===== src/rtl/pwr_ctl_pkg.sv =====
package pwr_ctl_pkg;

  typedef enum logic [1:0] {
    PS_ACTIVE = 2'd0,
    PS_HALTED = 2'd1,
    PS_PDOWN  = 2'd2
  } pwr_state_e;

endpackage


===== src/rtl/pwr_wake_qual.sv =====
module pwr_wake_qual (
  input  logic wake_req_i,
  input  logic tb_wake_i,
  input  logic tb_indep_clk_i,
  input  logic tb_running_i,
  output logic wake_any_o
);

  logic tb_wake_ok;

  // A time-base event counts only when the time base keeps its own clock
  // and that clock is currently enabled.
  always_comb begin
    tb_wake_ok = tb_wake_i & tb_indep_clk_i & tb_running_i;
    wake_any_o = wake_req_i | tb_wake_ok;
  end

endmodule


===== src/rtl/pwr_state_fsm.sv =====
module pwr_state_fsm
  import pwr_ctl_pkg::*;
(
  input  logic       clk,
  input  logic       rst_n,
  input  logic       halt_req_i,
  input  logic       drain_done_i,
  input  logic       stop_req_i,
  input  logic       wake_any_i,
  input  logic       mclk_running_i,
  output pwr_state_e state_nxt_o,
  output logic       halted_o,
  output logic       stopped_o
);

  pwr_state_e state_q;
  pwr_state_e state_d;
  logic       wake_pend_q;
  logic       wake_pend_d;
  logic       pd_leave;

  always_comb begin
    state_d     = state_q;
    wake_pend_d = 1'b0;
    pd_leave    = 1'b0;
    unique case (state_q)
      PS_ACTIVE: begin
        if (halt_req_i && drain_done_i) state_d = PS_HALTED;
      end
      PS_HALTED: begin
        if (wake_pend_q || wake_any_i || !halt_req_i) state_d = PS_ACTIVE;
        else if (stop_req_i)                          state_d = PS_PDOWN;
      end
      PS_PDOWN: begin
        // Exit only once the main clock is back; always via halted.
        pd_leave = mclk_running_i && (!stop_req_i || wake_any_i || !halt_req_i);
        if (pd_leave) begin
          state_d     = PS_HALTED;
          wake_pend_d = wake_any_i;
        end
      end
      default: state_d = PS_ACTIVE;
    endcase
  end

  always_ff @(posedge clk or negedge rst_n) begin
    if (!rst_n) begin
      state_q     <= PS_ACTIVE;
      wake_pend_q <= 1'b0;
      halted_o    <= 1'b0;
      stopped_o   <= 1'b0;
    end else begin
      state_q     <= state_d;
      wake_pend_q <= wake_pend_d;
      halted_o    <= (state_d == PS_HALTED) || (state_d == PS_PDOWN);
      stopped_o   <= (state_d == PS_PDOWN);
    end
  end

  assign state_nxt_o = state_d;

endmodule


===== src/rtl/pwr_clk_enables.sv =====
module pwr_clk_enables
  import pwr_ctl_pkg::*;
#(
  parameter int NUM_UNITS = 4,
  parameter bit DPM_EN    = 1'b1
) (
  input  logic                 clk,
  input  logic                 rst_n,
  input  pwr_state_e           state_nxt_i,
  input  logic [NUM_UNITS-1:0] unit_idle_i,
  input  logic                 tb_disable_i,
  output logic [NUM_UNITS-1:0] unit_clk_en_o,
  output logic                 tb_clk_en_o
);

  logic run_units;
  assign run_units = (state_nxt_i == PS_ACTIVE);

  for (genvar u = 0; u < NUM_UNITS; u++) begin : g_unit
    logic en_d;
    if (DPM_EN) begin : g_dpm
      assign en_d = run_units & ~unit_idle_i[u];
    end else begin : g_nodpm
      assign en_d = run_units;
    end
    always_ff @(posedge clk or negedge rst_n) begin
      if (!rst_n) unit_clk_en_o[u] <= 1'b1;
      else        unit_clk_en_o[u] <= en_d;
    end
  end

  always_ff @(posedge clk or negedge rst_n) begin
    if (!rst_n) tb_clk_en_o <= 1'b1;
    else        tb_clk_en_o <= !((state_nxt_i == PS_PDOWN) && tb_disable_i);
  end

endmodule


===== src/rtl/pwr_state_ctl.sv =====
module pwr_state_ctl
  import pwr_ctl_pkg::*;
#(
  parameter int NUM_UNITS = 4,
  parameter bit DPM_EN    = 1'b1
) (
  input  logic                 clk,
  input  logic                 rst_n,
  input  logic                 halt_req_i,
  input  logic                 drain_done_i,
  input  logic                 stop_req_i,
  input  logic                 wake_req_i,
  input  logic                 tb_wake_i,
  input  logic                 tb_indep_clk_i,
  input  logic                 tb_disable_i,
  input  logic                 mclk_running_i,
  input  logic [NUM_UNITS-1:0] unit_idle_i,
  output logic [NUM_UNITS-1:0] unit_clk_en_o,
  output logic                 tb_clk_en_o,
  output logic                 halted_o,
  output logic                 stopped_o
);

  logic       wake_any;
  pwr_state_e state_nxt;

  pwr_wake_qual wake_i (
    .wake_req_i     (wake_req_i),
    .tb_wake_i      (tb_wake_i),
    .tb_indep_clk_i (tb_indep_clk_i),
    .tb_running_i   (tb_clk_en_o),
    .wake_any_o     (wake_any)
  );

  pwr_state_fsm fsm_i (
    .clk            (clk),
    .rst_n          (rst_n),
    .halt_req_i     (halt_req_i),
    .drain_done_i   (drain_done_i),
    .stop_req_i     (stop_req_i),
    .wake_any_i     (wake_any),
    .mclk_running_i (mclk_running_i),
    .state_nxt_o    (state_nxt),
    .halted_o       (halted_o),
    .stopped_o      (stopped_o)
  );

  pwr_clk_enables #(
    .NUM_UNITS (NUM_UNITS),
    .DPM_EN    (DPM_EN)
  ) clken_i (
    .clk           (clk),
    .rst_n         (rst_n),
    .state_nxt_i   (state_nxt),
    .unit_idle_i   (unit_idle_i),
    .tb_disable_i  (tb_disable_i),
    .unit_clk_en_o (unit_clk_en_o),
    .tb_clk_en_o   (tb_clk_en_o)
  );

endmodule


===== config.mk =====
export PLATFORM = sky130hd
export DESIGN_NAME = pwr_state_ctl
export DESIGN_NICKNAME = d
export VERILOG_FILES = /design/src/rtl/pwr_ctl_pkg.sv /design/src/rtl/pwr_wake_qual.sv /design/src/rtl/pwr_state_fsm.sv /design/src/rtl/pwr_clk_enables.sv /design/src/rtl/pwr_state_ctl.sv
export SDC_FILE = /design/constraint.sdc
export NUM_CORES = 1
export LEC_CHECK = 0
export ABC_CLOCK_PERIOD_IN_PS = 1400
export BUFFER_PORTS_ARGS = -buffer_cell sky130_fd_sc_hd__buf_4
export CAP_MARGIN = 10
export CORE_MARGIN = 3
export CORE_UTILIZATION = 25
export DETAILED_ROUTE_END_ITERATION = 12
export SLEW_MARGIN = 20
export SYNTH_ARGS = -nofsm -noshare
export SYNTH_HDL_FRONTEND = slang
export SYNTH_SLANG_ARGS = --single-unit

===== constraint.sdc =====
create_clock -name clk -period 1.4 [get_ports clk]
set_input_delay 0.07 -clock clk [delete_from_list [all_inputs] [get_ports clk]]
set_output_delay 0.07 -clock clk [all_outputs]
set_load 0.01 [all_outputs]

## After elaboration in Yosys (flattened, before gate mapping)

Cells that the tools add are included.

- Register bits: 10
- Output and inout port bits: 7
- Input bits: 14

- Bitwise logic cells: 11
- Equal/unequal tests: 4
- Multiplexer cells: 7
- Reductions and logical operators: 13

Operator list:

| cell | count |
|---|---|
| two-way mux 2 bit | 4 |
| AND 1 bit | 6 |
| case mux 2 bit (3 select lines) | 1 |
| logical OR 1 bit | 5 |
| == test 2 x 1 -> 1 bit, second input constant | 2 |
| == test 2 bit, second input constant | 2 |
| zero test 2 bit | 2 |
| NOT 1 bit | 4 |
| logical AND 1 bit | 3 |
| zero test 1 bit | 3 |
| two-way mux 1 bit | 2 |
| bitwise OR 1 bit | 1 |

## Depth between registers and ports, before layout

Gate-level depths: netlist (run 1).

- Word-level depth: 11
- Gate-level depth with buffers: 5

## Modules after synthesis

From an unflattened synthesis (run 1), not the netlist that was laid out.

- Cell total of the unflattened synthesis: 32
- Area, all modules: 401.6 um^2

Modules (own cells, without submodules):

| module | instances | area each (um^2) | cells an instance |
|---|---|---|---|
| pwr_state_fsm | 1 | 234.0 | 21 |
| pwr_clk_enables | 1 | 158.9 | 10 |
| pwr_wake_qual | 1 | 8.8 | 1 |

## Worst setup path after synthesis (run 1)

No wires, ideal clock.

- Path type: register -> register
- From: register clken_i.tb_clk_en_o
- To: register clken_i.unit_clk_en_o[0]
- Required time: 1324 ps
- Stages on the path, launching flop included: 6
- Arrival time: 1351 ps
- Setup slack: -28 ps
- Path buffers: 0
- Library setup time: 76 ps
- Path through: dfstp_2 and3_1 nor2_1 a22o_1 ha_1 nor2b_1

- Longest elaborated chain between the ends: 9
- Elaborated cells on any way between the ends: 12

Ends and longest elaborated chain:

| what | line | text |
|---|---|---|
| from (decl) | pwr_clk_enables.sv:13 | `output logic tb_clk_en_o` |
| from (signal assigned) | pwr_clk_enables.sv:34 | `else tb_clk_en_o <= !((state_nxt_i == PS_PDOWN) && tb_disable_i);` |
| AND 1 bit (*) | pwr_wake_qual.sv:14 | `tb_wake_ok = tb_wake_i & tb_indep_clk_i & tb_running_i;` |
| bitwise OR 1 bit (*) | pwr_wake_qual.sv:15 | `wake_any_o = wake_req_i \| tb_wake_ok;` |
| logical OR 1 bit (2 in a row) | pwr_state_fsm.sv:36 | `pd_leave = mclk_running_i && (!stop_req_i \|\| wake_any_i \|\| !halt_req_i);` |
| logical AND 1 bit | pwr_state_fsm.sv:36 |  |
| two-way mux 2 bit | pwr_state_fsm.sv:37 | `if (pd_leave) begin` |
| case mux 2 bit (3 select lines) (*) | pwr_state_fsm.sv:26 | `unique case (state_q)` |
| zero test 2 bit (*) | pwr_clk_enables.sv:17 | `assign run_units = (state_nxt_i == PS_ACTIVE);` |
| AND 1 bit (*) | pwr_clk_enables.sv:22 | `assign en_d = run_units & ~unit_idle_i[u];` |
| named net clken_i.g_unit[0].en_d | pwr_clk_enables.sv:20 | `logic en_d;` |
| to (signal, indexed assignment) | pwr_clk_enables.sv:28 | `else unit_clk_en_o[u] <= en_d;` |
| to (decl) | pwr_clk_enables.sv:12 | `output logic [NUM_UNITS-1:0] unit_clk_en_o,` |

Mark *: on every way through the listed nets, which the timed path passes. The rest lies on a longest branch.

## Final worst setup path (run 1)

Same ends and word-level chain as after synthesis.

==> results of run 1 <==
==> cell families after synthesis <==
group           after synthesis
simple gates                 14
flops                        10
compound gates                7
fa+ha+maj                     2
==> registers in the layout (all words and copies together) (netlist names) <==
register,count
fsm_i.stopped_o,1
fsm_i.wake_pend_q,1
fsm_i.state_q,2
clken_i.tb_clk_en_o,1
clken_i.unit_clk_en_o,4
fsm_i.halted_o,1
==> per-layer routing <==
layer	share of wire	global-route usage	vias up
li1	-	-	190
met1	0.37	0.107	168
met4	0	0.0331	0
met3	0.048	0.0451	0
met5	0	0	-
met2	0.58	0.158	10
==> metrics by stage <==
stage | setup TNS (ns) | area, um^2
floorplan | 0 | 437
CTS | -0.0171 | 763
global placement | -0.166 | 614
finish | -0.0564 | 771
global route | -0.542 | 771
detailed placement | -0.190 | 614
==> worst paths after layout <==
kind                                           from  slack (ns)                       end  depth (start not counted)
worst min-delay path                     wake_req_i        0.05         fsm_i.wake_pend_q                          2
min in group asynchronous                     rst_n        0.17            fsm_i.halted_o                          2
max in group asynchronous                     rst_n        1.01       clken_i.tb_clk_en_o                          2
worst max register to register  clken_i.tb_clk_en_o       -0.02  clken_i.unit_clk_en_o[0]                          5
worst min register to register     fsm_i.state_q[0]        0.66          fsm_i.state_q[0]                          3
worst max-delay path            clken_i.tb_clk_en_o       -0.02  clken_i.unit_clk_en_o[0]                          5
==> layout make-up <==
| class | instances | area, um^2 |
|---|---|---|
| Multi-Input combinational cell | 23 | 220 |
| Timing Repair Buffer | 31 | 248 |
| Clock buffer | 4 | 26.3 |
| Sequential cell | 10 | 256 |
| Tap cell | 16 | 20.0 |
| Fill cell | 144 | 788 |
==> critical path, cell delays in order (launching register included) <==
cell,delay [ns]
dfstp_2,0.53
and3_4,0.19
nand4bb_1,0.14
a22o_1,0.20
ha_4,0.16
nor2b_1,0.13
==> layout by cell type (no fill, tap or decap) <==
| cell type | instances |
|---|---|
| ha_1 | 1 |
| a22oi_2 | 1 |
| dfstp_2 | 5 |
| buf_4 | 25 |
| dfrtp_1 | 5 |
| dlygate4sd3_1 | 6 |
| o21a_1 | 1 |
| o21ai_1 | 1 |
| a22o_1 | 2 |
| nand3_1 | 1 |
| clkbuf_4 | 3 |
| nand4bb_1 | 1 |
| nand2_1 | 1 |
| and3_4 | 1 |
| nor2_2 | 1 |
| a22oi_1 | 1 |
| nor2b_4 | 3 |
| nand3b_1 | 1 |
| clkbuf_1 | 1 |
| nor2_1 | 1 |
| nor3b_2 | 1 |
| and2b_2 | 1 |
| a31oi_1 | 1 |
| and3b_1 | 1 |
| nor2b_1 | 1 |
| ha_4 | 1 |
==> power by group through the flow <==
| stage | Clock [mW] | Sequential (mW) | Combinational, mW |
|---|---|---|---|
| CTS | 0.206 | 0.328 | 0.168 |
| finish | 0.194 | 0.328 | 0.173 |
| global route | 0.215 | 0.330 | 0.189 |
| detailed placement | 0 | 0.333 | 0.128 |
| floorplan | 0 | 0.342 | 0.0431 |
| global placement | 0 | 0.332 | 0.128 |
==> repair_timing <==
item,CTS,global route
hold endpoints to repair,15,0
hold buffers,6,0
pin swaps,4,0
setup buffers,3,1
setup endpoints to repair,7,8
gates resized for setup,8,0
==> run_results.csv, run 1 <==
group,metric,value,unit
power,p_sw_frac,0.227,
worst_setup_path,start_kind,"flip-flop",
status,status,"finished with violations",
timing,hold-worst-slack,0.0514,ns
power,pwr-share-clk,0.279,
placed_design,dp_slack,-0.0535,ns
worst_setup_path,cp-end-kind,"flip-flop",
power,power,0.695,mW
placed_design,gp_congestion,0.716,
routing,routed_wirelength,973,um
finish,num-nets-final,85,
synth,synth.distinct_cells,18,
finish,fin_util,0.494,
timing,timing.final.ws_setup,-0.0192,ns
timing,finClkSkew,0.00494,ns
synth,synth_edf_count,0,
timing,drv_slew,0,
synth,synth-xor-area-share,0,
clock_network,clock_sink_count,10,
synth,synth_top_family_by_area,"simple AND/OR/NAND/NOR gates",
finish,syn2layout_area_growth,79.6,%
floorplan,ios,21,
synth,synth_top_flop_cell,"dfstp_2",
grt,grt-ovfl-total,0,
status,violations,"setup timing",
synth,synth_common_cells,"dfrtp_1, dfstp_2, nor2b_1",
clock_network,tritoncts,"built",
clock_network,clock_latency,0.26,ns
synth,mappedNetlistNets,49,
routing,vias_per_cell,4.38,
routing,drc,0,
timing,max_freq,0.705,GHz
placed_design,dp.cells,70,
power,switchingPower,0.157,mW
synth,syn-cell-area,429,um^2
synth,synthArstFlopShare,1.00,
clock_network,clkTransAtPathRegs,0.05,ns
routing,route.vias.total,368,
routing,dr.pass1.iters,2,
floorplan,die_w,47.4,um
power,combPwrFrac,0.249,
power,ir_drop,0.551,mV
synth,synth_cells,33,
synth,synth_mux_area_frac,0,
routing,postRouteAntennaNets,0,
synth,ys_seq_elements,10,
placed_design,hpwl,724,um
power,p_seq_frac,0.472,
grt,first_global_vias,356,
timing,worst_pin_slew,0.229,ns
flow_run,maxCapViolCount,0,
timing,fin_crit_sh,1.01,
clock_network,clock_path_buffers,2,
clock_network,root_buffer,"clkbuf_4",
floorplan,start_util,0.275,
worst_setup_path,cp.arrival,1.61,ns
timing,rsz0062_at_grt,"true",
clock_network,cts_inserted_buffers,3,
grt,antenna_found_initial,0,
power,intPower,0.538,mW
timing,report.final.hold_viol_count,0,
floorplan,rows,14,
timing,finalSetupViolations,4,
timing,min_period,1.42,ns
finish,instances_no_fill,84,
floorplan,die-area,2250,um^2
finish,antenna_cells,0,
synth,synth_adder_area_share,0.0583,
worst_setup_path,cp.required,1.59,ns
synth,synth-simple-area-share,0.224,
grt,grt_start_max_net_pins,11,
worst_setup_path,critical_path_class,"reg2reg",
floorplan,core-area,1560,um^2
synth,synth_top_area_share,0.306,
synth,ys_seq_area_frac,0.598,
hold_path,holdCritPathClass,"in2reg",
floorplan,dieHeight,47.4,um
finish,drive_gt1_frac,0.618,
routing,drt_iter0_drc,1,
synth,avgSynthCellArea,13.0,um^2
synth,synth_compound_area_frac,0.120,
synth,synth_area_leaders,"dfstp_2, dfrtp_1, ha_1",
worst_setup_path,path_max_fanout,4,
placed_design,port_buffers,20,
clock_network,cts_max_level,1,
power,powerDensity,902,nW/um^2
routing,wl_per_cell,11.6,um
timing,max-slew-margin-rel,0.846,
synth,yosysTopAreaCell,"dfstp_2",
synth,synth_warnings,0,
power,leakage,0.381,nW
grt,track_usage,0.0952,
grt,grt_first_pass_wirelength,1440,um
Power figures use the tool's default switching activity.
==> run 2: changes to the inputs <==
--- a/config.mk
+++ b/config.mk
@@ -11,6 +11,7 @@
 export CORE_MARGIN = 3
 export CORE_UTILIZATION = 25
 export DETAILED_ROUTE_END_ITERATION = 12
+export PLACE_DENSITY = 0.57
 export SLEW_MARGIN = 20
 export SYNTH_ARGS = -nofsm -noshare
 export SYNTH_HDL_FRONTEND = slang
==> run_results.csv, run 2 (synthesized netlist as in run 1, its figures left out) <==
group,metric,value,unit
status,status,"finished with violations",
status,violations,"setup timing",
worst_setup_path,reg2regPathDepth,5,
routing,wl_met2,633,um
worst_setup_path,rrSetupSlack,-0.07,ns
hold_path,min_to,"fsm_i.wake_pend_q",
timing,rsz0062_at_grt,"true",
finish,mostFrequentLayoutCell,"buf_4",
hold_path,holdCritPathClass,"in2reg",
worst_setup_path,critical_path_class,"reg2reg",
floorplan,die_w,47.4,um
floorplan,start_util,0.275,
worst_setup_path,cp.arrival,1.66,ns
worst_setup_path,path_buf_inv,0,
placed_design,gp_congestion,0.765,
routing,drc,0,
worst_setup_path,rr_endpoint,"clken_i.unit_clk_en_o[1]",
worst_setup_path,crit_family,"simple AND/OR/NAND/NOR gates",
clock_network,clkTransAtPathRegs,0.06,ns
routing,route.vias.total,407,
timing,finalSetupViolations,8,
routing,wl_per_cell,13.8,um
worst_setup_path,path_cells,"nor3b_4, nand4bb_4, a22o_4, ha_4, nor2b_1",
worst_setup_path,path_max_fanout,4,
grt,grt_first_pass_wirelength,1660,um
clock_network,tritoncts,"built",
worst_setup_path,start_kind,"flip-flop",
finish,reg_top3,"clken_i.unit_clk_en_o x4, fsm_i.state_q x2",
hold_path,holdPathStages,2,
finish,syn2layout_area_growth,86.9,%
finish,top_register,"clken_i.unit_clk_en_o",
finish,drive_gt1_frac,0.672,
worst_setup_path,timing.critical_path.slowest_stage_cell,"dfrtp_2",
clock_network,clock_latency,0.26,ns
routing,routed_wirelength,1150,um
timing,fin_crit_sh,1.05,
finish,layout_common_cells,"buf_4, dlygate4sd3_1, dfstp_2, dfrtp_1",
grt,grt_start_max_net_pins,11,
timing,max-slew-margin-rel,0.841,
clock_network,clock_path_buffers,2,
routing,drt_iter0_drc,2,
routing,dr.pass1.iters,2,
timing,drv_slew,0,
grt,first_global_vias,421,
timing,worst_pin_slew,0.239,ns
power,powerDensity,894,nW/um^2
worst_setup_path,cp-end-kind,"flip-flop",
routing,postRouteAntennaNets,0,
clock_network,clock_sink_count,10,
placed_design,dp_slack,-0.0495,ns
routing,drt-met1-wl,452,um
floorplan,ios,21,
finish,antenna_cells,0,
flow_run,maxCapViolCount,0,
worst_setup_path,r2r-start,"fsm_i.state_q[1]",
floorplan,rows,14,
worst_setup_path,slowest_delay,0.44,ns
clock_network,root_buffer,"clkbuf_4",
timing,max_freq,0.681,GHz
grt,grt-ovfl-total,0,
grt,antenna_found_initial,0,
power,ir_drop,0.339,mV
clock_network,cts_max_level,1,
routing,met3_length,61,um
timing,timing.final.ws_setup,-0.0680,ns
clock_network,cts_inserted_buffers,3,
floorplan,die-area,2250,um^2
timing,report.final.hold_viol_count,0,
hold_path,worstHoldStart,"wake_req_i",
power,leakage,0.376,nW
routing,vias_per_cell,4.90,
timing,min_period,1.47,ns
power,power,0.717,mW
timing,finClkSkew,0.000998,ns
floorplan,dieHeight,47.4,um
routing,routed.top_layer,"met3",
floorplan,core-area,1560,um^2
grt,track_usage,0.108,
finish,num-nets-final,84,
finish,largest_reg_flops,4,
worst_setup_path,cp.required,1.59,ns
placed_design,port_buffers,20,
==> run 2: changes by cell type in the layout (fill, tap and decap cells not counted) <==
cell,before,now
a22o_1,2,1
nand4bb_1,1,0
dfrtp_2,0,1
nor3b_4,0,1
nand4bb_4,0,1
a31oi_2,0,1
a22o_4,0,1
nor3b_2,1,0
buf_4,25,24
a31oi_1,1,0
dfrtp_1,5,4
==> run 2: worst max-delay path by stage <==
stage,cells after the start,end,from
global placement,5,clken_i.unit_clk_en_o[1],clken_i.tb_clk_en_o
detailed placement,5,clken_i.unit_clk_en_o[0],clken_i.tb_clk_en_o
floorplan,4,fsm_i.halted_o,clken_i.tb_clk_en_o
CTS,5,clken_i.unit_clk_en_o[0],clken_i.tb_clk_en_o
global route,5,clken_i.unit_clk_en_o[1],fsm_i.state_q[1]
finish,5,clken_i.unit_clk_en_o[1],fsm_i.state_q[1]
==> run 2: power by group <==
group	internal (mW)	switching, mW
Sequential	0.320	0.00921
Clock	0.110	0.0939
Combinational	0.114	0.0709
==> run 2: what timing repair did <==
item | CTS | global route
setup endpoints to repair | 5 | 8
gates resized for setup | 7 | 6
pin swaps | 5 | 3
buffers inserted | 3 | 0
hold endpoints to repair | 15 | 0
hold buffers | 6 | 0
==> run 2: per-stage QoR <==
| stage | instance area (um^2) | utilization | std cells | hold slack, ns | TNS, ns |
|---|---|---|---|---|---|
| after floorplan | 437 | - | 33 | -0.226 | 0 |
| after global placement | 614 | 0.394 | 70 | -0.0967 | -0.122 |
| after detailed placement | 614 | 0.394 | 70 | -0.0967 | -0.188 |
| after CTS | 758 | 0.486 | 83 | 0.0410 | -0.102 |
| after global routing | 802 | 0.514 | 83 | 0.0463 | -0.944 |
| final | 802 | 0.514 | 83 | 0.0482 | -0.355 |
==> run 2: layout make-up <==
type	count	area, um^2
clock buffer	4	26.3
fill	141	757
multi-input combinational	23	258
sequential	10	258
tap	16	20.0
timing repair buffer	30	240
==> run 2: metal layers <==
| layer | GRT usage | vias up |
|---|---|---|
| li1 | - | 190 |
| met1 | 0.119 | 200 |
| met3 | 0.0113 | 0 |
| met4 | 0.0663 | 0 |
| met2 | 0.195 | 17 |
| met5 | 0 | - |
